**config.mk**
```make
export PLATFORM = sky130hd
export DESIGN_NAME = joy_poller
export DESIGN_NICKNAME = d
export VERILOG_FILES = /design/src/rtl/jpoll_pkg.sv /design/src/rtl/jpoll_bit_engine.sv /design/src/rtl/jpoll_seq.sv /design/src/rtl/jpoll_unpack.sv /design/src/rtl/joy_poller.sv
export SDC_FILE = /design/constraint.sdc
export NUM_CORES = 1
export LEC_CHECK = 0
export CORE_UTILIZATION = 40
export DETAILED_ROUTE_END_ITERATION = 10
export SKIP_LAST_GASP = 1
export SLEW_MARGIN = 10
export SYNTH_ARGS = -nofsm -noshare
export SYNTH_HDL_FRONTEND = slang
export SYNTH_SLANG_ARGS = --single-unit
```
**constraint.sdc**
```tcl
create_clock -name clk -period 3.4 [get_ports clk]
set_clock_uncertainty 0.05 [all_clocks]
set_input_delay 0.34 -clock clk [delete_from_list [all_inputs] [get_ports clk]]
set_output_delay 0.34 -clock clk [all_outputs]
set_load 0.02 [all_outputs]
```
**src/rtl/jpoll_pkg.sv**
```systemverilog
package jpoll_pkg;

    localparam logic [6:0]  JP_DEV   = 7'h52;
    localparam int unsigned JP_LEN   = 6;
    localparam int unsigned JP_RPT_W = 8 * JP_LEN;

    // step indices the sequencer depends on
    localparam logic [3:0] ST_PTR_LAST = 4'd7;
    localparam logic [3:0] ST_RD_ADDR  = 4'd8;
    localparam logic [3:0] ST_RD_LAST  = 4'd14;
    localparam logic [3:0] ST_POLL     = 4'd6;

    typedef struct packed {
        logic       start;
        logic       rd;
        logic       ack;
        logic       stop;
        logic [7:0] data;
    } jp_cmd_t;

    typedef enum logic [1:0] {E_IDLE, E_START, E_BIT, E_STOP} eng_st_t;
    typedef enum logic [2:0] {S_ISSUE, S_BUSY, S_DELAY, S_GAP, S_BACKOFF} seq_st_t;

    // byte-level program: wake-up writes, pointer write, six-byte read
    function automatic jp_cmd_t jp_step_cmd(input logic [3:0] s);
        jp_cmd_t c;
        c = '0;
        case (s)
            4'd0, 4'd3, 4'd6: begin c.start = 1'b1; c.data = {JP_DEV, 1'b0}; end
            4'd1:             c.data = 8'hF0;
            4'd2:             begin c.data = 8'h55; c.stop = 1'b1; end
            4'd4:             c.data = 8'hFB;
            4'd5, 4'd7:       begin c.data = 8'h00; c.stop = 1'b1; end
            4'd8:             begin c.start = 1'b1; c.data = {JP_DEV, 1'b1}; end
            4'd14:            begin c.rd = 1'b1; c.stop = 1'b1; end
            default:          begin c.rd = 1'b1; c.ack = 1'b1; end
        endcase
        return c;
    endfunction

endpackage

```
**src/rtl/jpoll_bit_engine.sv**
```systemverilog
module jpoll_bit_engine
    import jpoll_pkg::*;
#(
    parameter int unsigned QTR_CLKS = 250
) (
    input  logic       clk,
    input  logic       rst_n,
    input  logic       go_i,
    input  jp_cmd_t    cmd_i,
    input  logic       sda_i,
    output logic       scl_o,
    output logic       sda_low_o,
    output logic       done_o,
    output logic       nack_o,
    output logic [7:0] rx_o
);

    localparam int unsigned QW = (QTR_CLKS > 1) ? $clog2(QTR_CLKS) : 1;

    typedef struct packed {
        eng_st_t       st;
        logic [QW-1:0] qc;
        logic [1:0]    ph;
        logic [3:0]    bn;
        logic [7:0]    sh;
        jp_cmd_t       cmd;
        logic          scl;
        logic          low;
        logic          held;
        logic          ackbit;
        logic          done;
        logic          nack;
    } eng_t;

    eng_t eng_q, eng_d;
    logic tick;

    always_comb begin
        eng_d      = eng_q;
        eng_d.done = 1'b0;
        tick       = (eng_q.qc == QW'(QTR_CLKS - 1));
        if (eng_q.st != E_IDLE) begin
            eng_d.qc = tick ? '0 : eng_q.qc + 1'b1;
        end
        case (eng_q.st)
            E_IDLE: begin
                if (go_i) begin
                    eng_d.cmd  = cmd_i;
                    eng_d.sh   = cmd_i.data;
                    eng_d.qc   = '0;
                    eng_d.ph   = 2'd0;
                    eng_d.bn   = 4'd0;
                    eng_d.nack = 1'b0;
                    if (cmd_i.start) begin
                        eng_d.st  = E_START;
                        eng_d.low = 1'b0;
                    end else begin
                        eng_d.st = E_BIT;
                    end
                end
            end
            E_START: begin
                if (tick) begin
                    eng_d.ph = eng_q.ph + 2'd1;
                    case (eng_q.ph)
                        2'd0: eng_d.scl = 1'b1;
                        2'd1: eng_d.low = 1'b1;   // START: SDA falls, SCL high
                        2'd2: eng_d.scl = 1'b0;
                        default: eng_d.st = E_BIT;
                    endcase
                end
            end
            E_BIT: begin
                if (tick) begin
                    eng_d.ph = eng_q.ph + 2'd1;
                    case (eng_q.ph)
                        2'd0: begin
                            if (eng_q.bn != 4'd8) begin
                                eng_d.low = !eng_q.cmd.rd && !eng_q.sh[7];
                            end else begin
                                eng_d.low = eng_q.cmd.rd && eng_q.cmd.ack;
                            end
                        end
                        2'd1: eng_d.scl = 1'b1;
                        2'd2: begin   // middle of SCL high
                            if (eng_q.bn != 4'd8) begin
                                eng_d.sh = {eng_q.sh[6:0], sda_i};
                            end else begin
                                eng_d.ackbit = sda_i;
                            end
                        end
                        default: begin
                            eng_d.scl = 1'b0;
                            if (eng_q.bn != 4'd8) begin
                                eng_d.bn = eng_q.bn + 4'd1;
                            end else begin
                                eng_d.nack = !eng_q.cmd.rd && eng_q.ackbit;
                                if (eng_q.cmd.stop || (!eng_q.cmd.rd && eng_q.ackbit)) begin
                                    eng_d.st = E_STOP;
                                end else begin
                                    eng_d.st   = E_IDLE;
                                    eng_d.held = 1'b1;
                                    eng_d.done = 1'b1;
                                end
                            end
                        end
                    endcase
                end
            end
            default: begin   // E_STOP
                if (tick) begin
                    eng_d.ph = eng_q.ph + 2'd1;
                    case (eng_q.ph)
                        2'd0: eng_d.low = 1'b1;
                        2'd1: eng_d.scl = 1'b1;
                        2'd2: eng_d.low = 1'b0;   // STOP: SDA rises, SCL high
                        default: begin
                            eng_d.st   = E_IDLE;
                            eng_d.held = 1'b0;
                            eng_d.done = 1'b1;
                        end
                    endcase
                end
            end
        endcase
    end

    always_ff @(posedge clk) begin
        if (!rst_n) begin
            eng_q     <= '0;
            eng_q.st  <= E_IDLE;
            eng_q.scl <= 1'b1;
        end else begin
            eng_q <= eng_d;
        end
    end

    assign scl_o     = eng_q.scl;
    assign sda_low_o = eng_q.low;
    assign done_o    = eng_q.done;
    assign nack_o    = eng_q.nack;
    assign rx_o      = eng_q.sh;

    // during data and acknowledge bits SDA holds while SCL is high
    p_sda_steady_r10: assert property (@(posedge clk) disable iff (!rst_n)
        (eng_q.st == E_BIT && eng_q.scl && $past(eng_q.scl)) |-> $stable(eng_q.low));

    // a bus not held by a transaction is released with SCL high
    p_bus_free_r1: assert property (@(posedge clk) disable iff (!rst_n)
        (eng_q.st == E_IDLE && !eng_q.held) |-> (eng_q.scl && !eng_q.low));

endmodule

```
**src/rtl/jpoll_seq.sv**
```systemverilog
module jpoll_seq
    import jpoll_pkg::*;
#(
    parameter int unsigned WAIT_CLKS    = 100_000,
    parameter int unsigned GAP_CLKS     = 1_000_000,
    parameter int unsigned BACKOFF_CLKS = 5_000_000
) (
    input  logic                clk,
    input  logic                rst_n,
    input  logic                eng_done_i,
    input  logic                eng_nack_i,
    input  logic [7:0]          eng_rx_i,
    output logic                go_o,
    output jp_cmd_t             cmd_o,
    output logic [JP_RPT_W-1:0] rpt_o,
    output logic                upd_o,
    output logic                err_o
);

    localparam int unsigned T_A  = (WAIT_CLKS > GAP_CLKS) ? WAIT_CLKS : GAP_CLKS;
    localparam int unsigned T_MX = (T_A > BACKOFF_CLKS) ? T_A : BACKOFF_CLKS;
    localparam int unsigned TW   = $clog2(T_MX + 1);

    typedef struct packed {
        seq_st_t             st;
        logic [3:0]          step;
        logic [TW-1:0]       tmr;
        logic [JP_RPT_W-1:0] rpt;
        logic                go;
        logic                upd;
        logic                err;
    } seq_t;

    seq_t seq_q, seq_d;
    jp_cmd_t cur;

    always_comb begin
        cur       = jp_step_cmd(seq_q.step);
        seq_d     = seq_q;
        seq_d.go  = 1'b0;
        seq_d.upd = 1'b0;
        case (seq_q.st)
            S_ISSUE: begin
                seq_d.go = 1'b1;
                seq_d.st = S_BUSY;
            end
            S_BUSY: begin
                if (eng_done_i) begin
                    if (eng_nack_i) begin
                        seq_d.err  = 1'b1;
                        seq_d.st   = S_BACKOFF;
                        seq_d.tmr  = '0;
                        seq_d.step = 4'd0;
                    end else begin
                        if (cur.rd) begin
                            seq_d.rpt = {seq_q.rpt[JP_RPT_W-9:0], eng_rx_i};
                        end
                        if (seq_q.step == ST_PTR_LAST) begin
                            seq_d.st   = S_DELAY;
                            seq_d.tmr  = '0;
                            seq_d.step = ST_RD_ADDR;
                        end else if (seq_q.step == ST_RD_LAST) begin
                            seq_d.upd  = 1'b1;
                            seq_d.st   = S_GAP;
                            seq_d.tmr  = '0;
                            seq_d.step = ST_POLL;
                        end else begin
                            seq_d.step = seq_q.step + 4'd1;
                            seq_d.st   = S_ISSUE;
                        end
                    end
                end
            end
            S_DELAY: begin
                if (seq_q.tmr == TW'(WAIT_CLKS - 1)) seq_d.st = S_ISSUE;
                else seq_d.tmr = seq_q.tmr + 1'b1;
            end
            S_GAP: begin
                if (seq_q.tmr == TW'(GAP_CLKS - 1)) seq_d.st = S_ISSUE;
                else seq_d.tmr = seq_q.tmr + 1'b1;
            end
            default: begin   // S_BACKOFF
                if (seq_q.tmr == TW'(BACKOFF_CLKS - 1)) seq_d.st = S_ISSUE;
                else seq_d.tmr = seq_q.tmr + 1'b1;
            end
        endcase
    end

    always_ff @(posedge clk) begin
        if (!rst_n) begin
            seq_q    <= '0;
            seq_q.st <= S_ISSUE;
        end else begin
            seq_q <= seq_d;
        end
    end

    assign go_o  = seq_q.go;
    assign cmd_o = cur;
    assign rpt_o = seq_q.rpt;
    assign upd_o = seq_q.upd;
    assign err_o = seq_q.err;

    // a refused byte sends the sequencer into back-off with the flag set
    p_nack_backoff_r9: assert property (@(posedge clk) disable iff (!rst_n)
        (seq_q.st == S_BUSY && eng_done_i && eng_nack_i) |=> (seq_q.st == S_BACKOFF && seq_q.err));

    // the post-pointer delay is not cut short
    p_delay_hold_r3: assert property (@(posedge clk) disable iff (!rst_n)
        (seq_q.st == S_DELAY && seq_q.tmr != TW'(WAIT_CLKS - 1)) |=> (seq_q.st == S_DELAY));

    // an update only follows the last read byte
    p_upd_last_r8: assert property (@(posedge clk) disable iff (!rst_n)
        seq_q.upd |-> (seq_q.st == S_GAP && $past(seq_q.step) == ST_RD_LAST));

endmodule

```
**src/rtl/jpoll_unpack.sv**
```systemverilog
module jpoll_unpack
    import jpoll_pkg::*;
(
    input  logic [JP_RPT_W-1:0] rpt_i,
    output logic [7:0]          jx_o,
    output logic [7:0]          jy_o,
    output logic [2:0][9:0]     acc_o,
    output logic                bc_o,
    output logic                bz_o
);

    // received byte k sits at rpt_i[47-8k -: 8]
    assign jx_o = rpt_i[JP_RPT_W-1 -: 8];
    assign jy_o = rpt_i[JP_RPT_W-9 -: 8];

    for (genvar g = 0; g < 3; g++) begin : g_axis
        assign acc_o[g] = {rpt_i[JP_RPT_W-1-8*(2+g) -: 8], rpt_i[2*g+3 -: 2]};
    end

    assign bc_o = !rpt_i[1];
    assign bz_o = !rpt_i[0];

endmodule

```
**src/rtl/joy_poller.sv**
```systemverilog
module joy_poller
    import jpoll_pkg::*;
#(
    parameter int unsigned QTR_CLKS     = 250,
    parameter int unsigned WAIT_CLKS    = 100_000,
    parameter int unsigned GAP_CLKS     = 1_000_000,
    parameter int unsigned BACKOFF_CLKS = 5_000_000
) (
    input  logic       clk,
    input  logic       rst_n,
    output logic       scl_o,
    output logic       sda_pull_o,
    input  logic       sda_i,
    output logic [7:0] joy_x_o,
    output logic [7:0] joy_y_o,
    output logic [9:0] accel_x_o,
    output logic [9:0] accel_y_o,
    output logic [9:0] accel_z_o,
    output logic       btn_c_o,
    output logic       btn_z_o,
    output logic       report_vld_o,
    output logic       nack_err_o
);

    logic                go, eng_done, eng_nack, upd, err;
    logic [7:0]          eng_rx;
    jp_cmd_t             cmd;
    logic [JP_RPT_W-1:0] rpt;
    logic [7:0]          u_jx, u_jy;
    logic [2:0][9:0]     u_acc;
    logic                u_bc, u_bz;

    jpoll_bit_engine #(.QTR_CLKS(QTR_CLKS)) eng_i (
        .clk       (clk),
        .rst_n     (rst_n),
        .go_i      (go),
        .cmd_i     (cmd),
        .sda_i     (sda_i),
        .scl_o     (scl_o),
        .sda_low_o (sda_pull_o),
        .done_o    (eng_done),
        .nack_o    (eng_nack),
        .rx_o      (eng_rx)
    );

    jpoll_seq #(
        .WAIT_CLKS    (WAIT_CLKS),
        .GAP_CLKS     (GAP_CLKS),
        .BACKOFF_CLKS (BACKOFF_CLKS)
    ) seq_i (
        .clk        (clk),
        .rst_n      (rst_n),
        .eng_done_i (eng_done),
        .eng_nack_i (eng_nack),
        .eng_rx_i   (eng_rx),
        .go_o       (go),
        .cmd_o      (cmd),
        .rpt_o      (rpt),
        .upd_o      (upd),
        .err_o      (err)
    );

    jpoll_unpack unpack_i (
        .rpt_i (rpt),
        .jx_o  (u_jx),
        .jy_o  (u_jy),
        .acc_o (u_acc),
        .bc_o  (u_bc),
        .bz_o  (u_bz)
    );

    typedef struct packed {
        logic [7:0]      jx;
        logic [7:0]      jy;
        logic [2:0][9:0] acc;
        logic            bc;
        logic            bz;
        logic            vld;
    } out_t;

    out_t out_q, out_d;

    always_comb begin
        out_d     = out_q;
        out_d.vld = upd;
        if (upd) begin
            out_d.jx  = u_jx;
            out_d.jy  = u_jy;
            out_d.acc = u_acc;
            out_d.bc  = u_bc;
            out_d.bz  = u_bz;
        end
    end

    always_ff @(posedge clk) begin
        if (!rst_n) out_q <= '0;
        else        out_q <= out_d;
    end

    assign joy_x_o      = out_q.jx;
    assign joy_y_o      = out_q.jy;
    assign accel_x_o    = out_q.acc[0];
    assign accel_y_o    = out_q.acc[1];
    assign accel_z_o    = out_q.acc[2];
    assign btn_c_o      = out_q.bc;
    assign btn_z_o      = out_q.bz;
    assign report_vld_o = out_q.vld;
    assign nack_err_o   = err;

    // the strobe lasts one cycle
    p_vld_single_r8: assert property (@(posedge clk) disable iff (!rst_n)
        report_vld_o |=> !report_vld_o);

    // report outputs move only with an update
    p_hold_r8: assert property (@(posedge clk) disable iff (!rst_n)
        !upd |=> $stable({joy_x_o, joy_y_o, accel_x_o, accel_y_o, accel_z_o, btn_c_o, btn_z_o}));

    // the error flag never clears outside reset
    p_err_sticky_r9: assert property (@(posedge clk) disable iff (!rst_n)
        nack_err_o |=> nack_err_o);

endmodule

```
## After elaboration in Yosys (flattened, before gate mapping)

Cells that the tools add are included.

| storage, ports and cells | value |
|---|---|
| flip-flop bits (word level) | 171 |
| bits of input ports | 3 |
| output and inout bits | 52 |
| word-level logic and storage cells | 196 |

| cells by class | value |
|---|---|
| $add $sub $neg | 5 |
| eq/ne operators | 42 |
| mux-type cells | 70 |
| bitwise logic cells | 8 |
| reduce and logical (&&, ||, !) cells | 41 |

Operators by type and width:

| kind | number |
|---|---|
| 2-to-1 mux 48 bit | 2 |
| 2-to-1 mux 23 bit | 4 |
| case mux 23 bit (4 select lines) | 1 |
| 2-to-1 mux 78 bit | 1 |
| 2-to-1 mux 8 bit | 5 |
| case mux 8 bit (5 select lines) | 1 |
| 2-to-1 mux 36 bit | 1 |
| 2-to-1 mux 30 bit | 1 |
| 2-to-1 mux 29 bit | 1 |
| 2-to-1 mux 2 bit | 13 |
| case mux 12 bit (2 select lines) | 1 |
| adder 23 x 1 -> 23 bit, second input constant | 1 |
| == test 23 x 17 -> 1 bit, second input constant | 1 |
| == test 23 x 20 -> 1 bit, second input constant | 1 |
| == test 23 bit, second input constant | 1 |
| 2-to-1 mux 1 bit | 21 |
| inequality test 2 bit, second input constant | 10 |
| AND reduction 5 bit | 4 |
| == test 4 x 3 -> 1 bit, second input constant | 4 |
| inequality test 2 x 1 -> 1 bit, second input constant | 8 |
| AND reduction 8 bit | 2 |
| 2-to-1 mux 14 bit | 1 |
| 2-to-1 mux 3 bit | 4 |
| 2-to-1 mux 6 bit | 2 |
| other kinds (41) | 75 |

## Longest topological paths before layout

| logic depth | value |
|---|---|
| depth in word-level cells | 8 |
| depth in mapped cells | 9 |
| depth with buffers taken out | 7 |

## By module

A second synthesis with hierarchy kept.

| unflattened totals | value |
|---|---|
| cell total of the unflattened synthesis | 989 |
| area, all modules | 8494.4 um2 |

By module, submodules not included:

| module | instances | cells an instance | area an instance (um2) | sequential area each (um2) |
|---|---|---|---|---|
| jpoll_seq | 1 | 529 | 4207.8 | 1621.6 |
| jpoll_bit_engine | 1 | 255 | 2080.7 | 640.6 |
| joy_poller | 1 | 157 | 1853.0 | 980.9 |
| jpoll_unpack | 1 | 48 | 352.8 | 0.0 |

## Least setup slack after synthesis

Ideal clock, no wire load.

| path | value |
|---|---|
| path type | reg2reg |
| start point | register seq_i.seq_q[56] in the netlist's numbering |
| end point | register seq_i.seq_q[73] in the netlist's numbering |
| library setup time | 0.120 ns |
| data arrival time | 2.160 ns |
| data required time | 3.230 ns |
| slack | 1.070 ns |
| stages on the path, launching flop included | 6 |
| path buffers | 0 |
| period minus slack after synthesis | 2.330 ns |
| path through | dfxtp_1 > or4_1 > or4_4 > o32ai_4 > nor3_4 > a211o_2 |

| between the ends | value |
|---|---|
| longest elaborated chain between the ends | 3 |
| elaborated cells between the ends (all ways) | 12 |
| those cells by class | add/sub: 1; eq/ne: 6; mux: 4; reduce/logical: 1 |

RTL lines:

| what | RTL line | RTL |
|---|---|---|
| start, declared | jpoll_seq.sv:34 | `seq_t seq_q, seq_d;` |
| start signal, assigned | jpoll_seq.sv:94 | `seq_q <= seq_d;` |
| adder 23 x 1 -> 23 bit, or another cell as far along | jpoll_seq.sv:76, jpoll_seq.sv:80, jpoll_seq.sv:84 |  |
| 2-to-1 mux 23 bit, or another cell as far along | jpoll_seq.sv:83 | `if (seq_q.tmr == TW'(BACKOFF_CLKS - 1)) seq_d.st = S_ISSUE;` |
| case mux 23 bit (4 select lines) or AND reduction 6 bit (tied branches) | -- |  |

Parallel ways exist; a longest one is shown, timed or not. The select of a mux whose other input is x is not followed.
A chain may end at the register's enable or synchronous reset.

## Worst setup path after layout

| path | value |
|---|---|
| start point | register seq_i.seq_q[74] in the netlist's numbering |
| end point | register seq_i.seq_q[69] in the netlist's numbering |

| between the ends | value |
|---|---|
| longest elaborated chain between the ends | 5 |
| elaborated cells between the ends (all ways) | 8 |
| those cells by class | eq/ne: 3; mux: 4; reduce/logical: 1 |

RTL lines:

| what | RTL line | RTL |
|---|---|---|
| == test 4 x 3 -> 1 bit | jpoll_seq.sv:58 | `if (seq_q.step == ST_PTR_LAST) begin` |
| 2-to-1 mux 29 bit | jpoll_seq.sv:58 |  |
| 2-to-1 mux 30 bit | jpoll_seq.sv:49 | `if (eng_nack_i) begin` |
| 2-to-1 mux 78 bit | jpoll_seq.sv:48 | `if (eng_done_i) begin` |
| case mux 23 bit (4 select lines) | jpoll_seq.sv:42 | `case (seq_q.st)` |

Parallel ways exist; a longest one is shown, timed or not. The select of a mux whose other input is x is not followed.

==> impl_summary.txt <==
----------------------------------------------------
[Status]
  Status ... finished clean

[Synth]
  Net count after synthesis ... 879
  Area of the mapped netlist ... 0.007226 mm^2
  Most common cell in the netlist ... sky130_fd_sc_hd__dfxtp_1
  Fraction of synthesis flops using an asynchronous set or reset pin ... 0%
  Post-synth cell types ... 70
  Cells after synthesis ... 859
  Avg Cell Area, Syn ... 8.412 um^2
  Number of flops mapped to enable cells by yosys ... 0
  Most used DFF post-synth ... sky130_fd_sc_hd__dfxtp_1
  Flops & latches, synth ... 162
  Most area-hungry cell type in the Yosys netlist ... sky130_fd_sc_hd__dfxtp_1
  Biggest area contributors in the synthesized netlist ... sky130_fd_sc_hd__dfxtp_1 45%, sky130_fd_sc_hd__mux2i_1 7.3%, sky130_fd_sc_hd__nand2_1 7.3%, sky130_fd_sc_hd__a21oi_1 6.3%, sky130_fd_sc_hd__nor2_1 5.0%
  Share of the yosys chip area belonging to registers ... 44.88%
  Synth top area share ... 44.88%
  Warnings, synthesis ... 0
  Most frequent cells after synthesis ... 162 x sky130_fd_sc_hd__dfxtp_1, 140 x sky130_fd_sc_hd__nand2_1, 97 x sky130_fd_sc_hd__nor2_1

[Min path]
  Sink of the worst hold path ... seq_i.err_o
  Depth of the worst hold-timing path ... 2
  Origin of the worst min-delay path ... seq_i.err_o
  HP Class ... reg -> reg

[STA]
  Setup repair after global routing missed its margin ... false
  Final number of hold-violating endpoints ... 0
  Share of the clock period used by the worst path after layout ... 84.54%
  Worst slew margin relative to its limit ... 32.11%
  Minimum period implied by the final worst setup slack ... 2.874 ns
  Top achievable clock speed ... 347.9 MHz
  Count of endpoints failing setup in the final report ... 0
  Setup tns final ... 0 ns
  Transition at the pin with the smallest max-transition slack ... 1.018 ns
  Number of slew-limit violations in the final report ... 0

[Placement]
  Placed wire-length estimate ... 10810 um
  IO buf count ... 54
  RD Place Congestion ... 0.8261
  Post-Place Cell Area ... 0.007955 mm^2
  Number of cells after detailed placement ... 1097

[Setup path]
  Worst endpoint data arrival time ... 3.14 ns
  Critical Path Source Type ... register
  Startpoint of the worst register-to-register path ... seq_i.seq_q[74]
  Top fanout value on the critical path ... 13
  WP data required ... 3.66 ns
  Worst Setup Path Type ... reg -> reg
  Worst R2R Setup Slack ... 0.53 ns
  Kind of capture point of the worst setup path ... register
  Length in cells of the worst reg-to-reg path ... 8
  Cell with the biggest individual delay on the critical path ... sky130_fd_sc_hd__or4_2
  Stage delay of the slowest cell on the critical path ... 0.70 ns
  Endpoint of the worst register-to-register path ... seq_i.seq_q[69]
  Cell breakdown of the critical path ... inv_1, ha_1, mux2i_1, o21ai_0, o31ai_4, buf_4, or4_2, o41ai_1

[Clock tree]
  Post-CTS setup buffer count ... 0
  Post_cts resized ... 0
  Clock tree from TritonCTS ... built
  Clock transition at the registers of the reported paths ... 0.06 ns
  CTS buffer count ... 17
  H-tree Lvls ... 4
  Maximum buffer depth of the clock tree ... 2
  Root cell of the clock tree ... sky130_fd_sc_hd__clkbuf_16
  Hold buffers post-CTS ... 0
  Clock tree sinks ... 162
  Clock Latency Late Sink ... 0.42 ns

[Cells and area]
  Number of antenna diodes ... 0
  Final nets ... 911
  Area growth from synthesis to layout ... 18.20%
  Area used by sequential logic in the layout ... 0.003244 mm^2
  Filler cell count in the final layout ... 1698
  Layout cell share with drive strength beyond 1 ... 6.866%
  Area occupied by multi-input gates ... 0.003676 mm^2
  Fin area ... 0.008541 mm^2
  Number of non-filler instances in the completed layout ... 1128

[Floorplan]
  Core box area ... 0.01748 mm^2
  Die ar. ... 0.01861 mm^2
  Floorplan row count ... 48
  Horiz. Die Dim ... 136.4 um
  Die outline height ... 136.4 um
  Number of ports placed on the die boundary ... 55
  Starting density of the core ... 41.34%

[GRT]
  Overflow left after global routing ... 0
  Vias in the first global route ... 5492
  Met2 demand-to-capacity share in global routing ... 30.26%
  Global-route total usage across every layer ... 18.39%
  Most used routing layer ... met2
  Global-route wire length before repair ... 27180 um
  Maximum number of pins on one net before global-route repair ... 60
  Met1 global-route usage ... 23.74%
  Number of antenna violations at the first check in global routing ... 0
  Global-route met3 utilization ... 4.362%

[Detailed routing]
  Post-detailed-route DRC marker count ... 0
  Routed Antenna Nets ... 0
  Post-Route WL ... 16550 um
  Vias after detailed routing ... 6082
  Starting DRC count in detailed routing ... 350
  Routed via count divided by cell count ... 5.392
  DR pass1 iterations ... 5
  WL/cell ... 14.67 um

[Power and ir drop]
  Worst IR Drop VDD ... 0.3923 mV
  Power density over cell area ... 475.5 mW/mm^2
  LEAKAGE ... 2.874 nW

[Job]
  Number of max-cap violations ... 0

----------------------------------------------------
[how the worst max path moves through the flow]
stage / from / end / slack, ns / depth (start not counted)
floorplan: seq_i.seq_q[56] / seq_i.seq_q[73] / 1.07 / 5
global placement: seq_i.seq_q[51] / seq_i.seq_q[61] / 0.64 / 8
detailed placement: seq_i.seq_q[51] / seq_i.seq_q[61] / 0.59 / 8
CTS: seq_i.seq_q[74] / seq_i.seq_q[69] / 0.55 / 8
global route: seq_i.seq_q[74] / seq_i.seq_q[69] / 0.37 / 8
finish: seq_i.seq_q[74] / seq_i.seq_q[69] / 0.53 / 8
[cell type report]
cell class	instances	area share, %
flip-flops and latches	162	37.99
clock inverters	11	1.509
well taps	225	3.296
multi-input cells	622	43.04
clock buffers	20	5.347
repair buffers	66	7.823
inverters	22	0.9962
[power by group]
| group | switching (W) | total (W) | internal (W) | leakage, nW |
|---|---|---|---|---|
| clock network | 0.000781 | 0.00190 | 0.00112 | 0.283 |
| logic | 0.000145 | 0.000216 | 0.0000710 | 1.28 |
| registers | 0.0000233 | 0.00194 | 0.00192 | 1.31 |
[worst max-delay path: cells and delay by family, from the launching register on]
| kind | cells | cell delay, ns |
|---|---|---|
| multiplexers | 1 | 0.15 |
| AND/OR/NAND/NOR | 1 | 0.70 |
| adder cells (fa/ha/maj) | 1 | 0.30 |
| AO/OA/AOI/OAI | 3 | 0.85 |
| flip-flops | 1 | 0.37 |
| buffers and inverters | 2 | 0.33 |
[cells in the final DEF, fill, tap and decap left out, drive strengths merged, types with 3 or more instances in the layout]
cell type / Yosys / routed
ha: 17 / 17
a21oi: 92 / 92
or3: 3 / 3
clkbuf: 37 / 20
nand3: 22 / 22
dfxtp: 162 / 162
nor4: 11 / 11
nor3b: 3 / 3
o2bb2ai: 7 / 7
clkdlybuf4s50: 0 / 54
a311oi: 3 / 3
nand4: 11 / 11
and2: 6 / 6
nand2: 140 / 140
o21ai: 27 / 27
and3: 7 / 7
nor2: 97 / 97
nor4b: 3 / 3
mux2i: 53 / 53
nand2b: 6 / 6
a31oi: 7 / 7
inv: 22 / 24
nand3b: 5 / 5
a211oi: 9 / 9
nor2b: 6 / 6
or4: 6 / 6
o31ai: 4 / 4
clkinv: 0 / 5
a21o: 3 / 3
a31o: 3 / 3
o211a: 3 / 3
a21bo: 5 / 5
o211ai: 5 / 5
buf: 16 / 12
nor3: 22 / 22
o311ai: 6 / 6
[metal layers]
metal,share of wire [%],wire length [um]
met3,3.8,621
met5,0,0
met4,0.83,138
met1,48,7904
met2,48,7885
[through the flow]
stage	utilization [%]	hold WS [ns]	total power (W)	worst slack (ns)
floorplan	-	0.3860	0.002135	1.070
CTS	48.87	0.4034	0.004106	0.5504
global route	48.87	0.4239	0.004216	0.3715
global placement	45.52	0.3873	0.002201	0.6387
detailed placement	45.52	0.3937	0.002200	0.5927
finish	48.87	0.3958	0.004061	0.5255
[flip-flops by register name, summed over array words and instances (netlist names), 8 cells and up]
| signal | count |
|---|---|
| accel_z_o | 10 |
| seq_i.seq_q | 30 |
| accel_x_o | 10 |
| eng_i.eng_q | 20 |
| joy_y_o | 8 |
| accel_y_o | 10 |
| eng_i.rx_o | 8 |
| joy_x_o | 8 |
| seq_i.rpt_o | 48 |
[cell families (layout without fill, tap and decap cells)]
kind of cell,after synthesis,in the layout,share of synthesized area [%]
XOR/XNOR,3,3,0.3637
multiplexers,54,54,7.498
flip-flops,162,162,44.88
adder cells (fa/ha/maj),17,17,2.944
AO/OA/AOI/OAI,194,194,17.33
AND/OR/NAND/NOR,354,354,22.63
buffers and inverters,75,119,4.346
(Power assumes the default switching activity.)
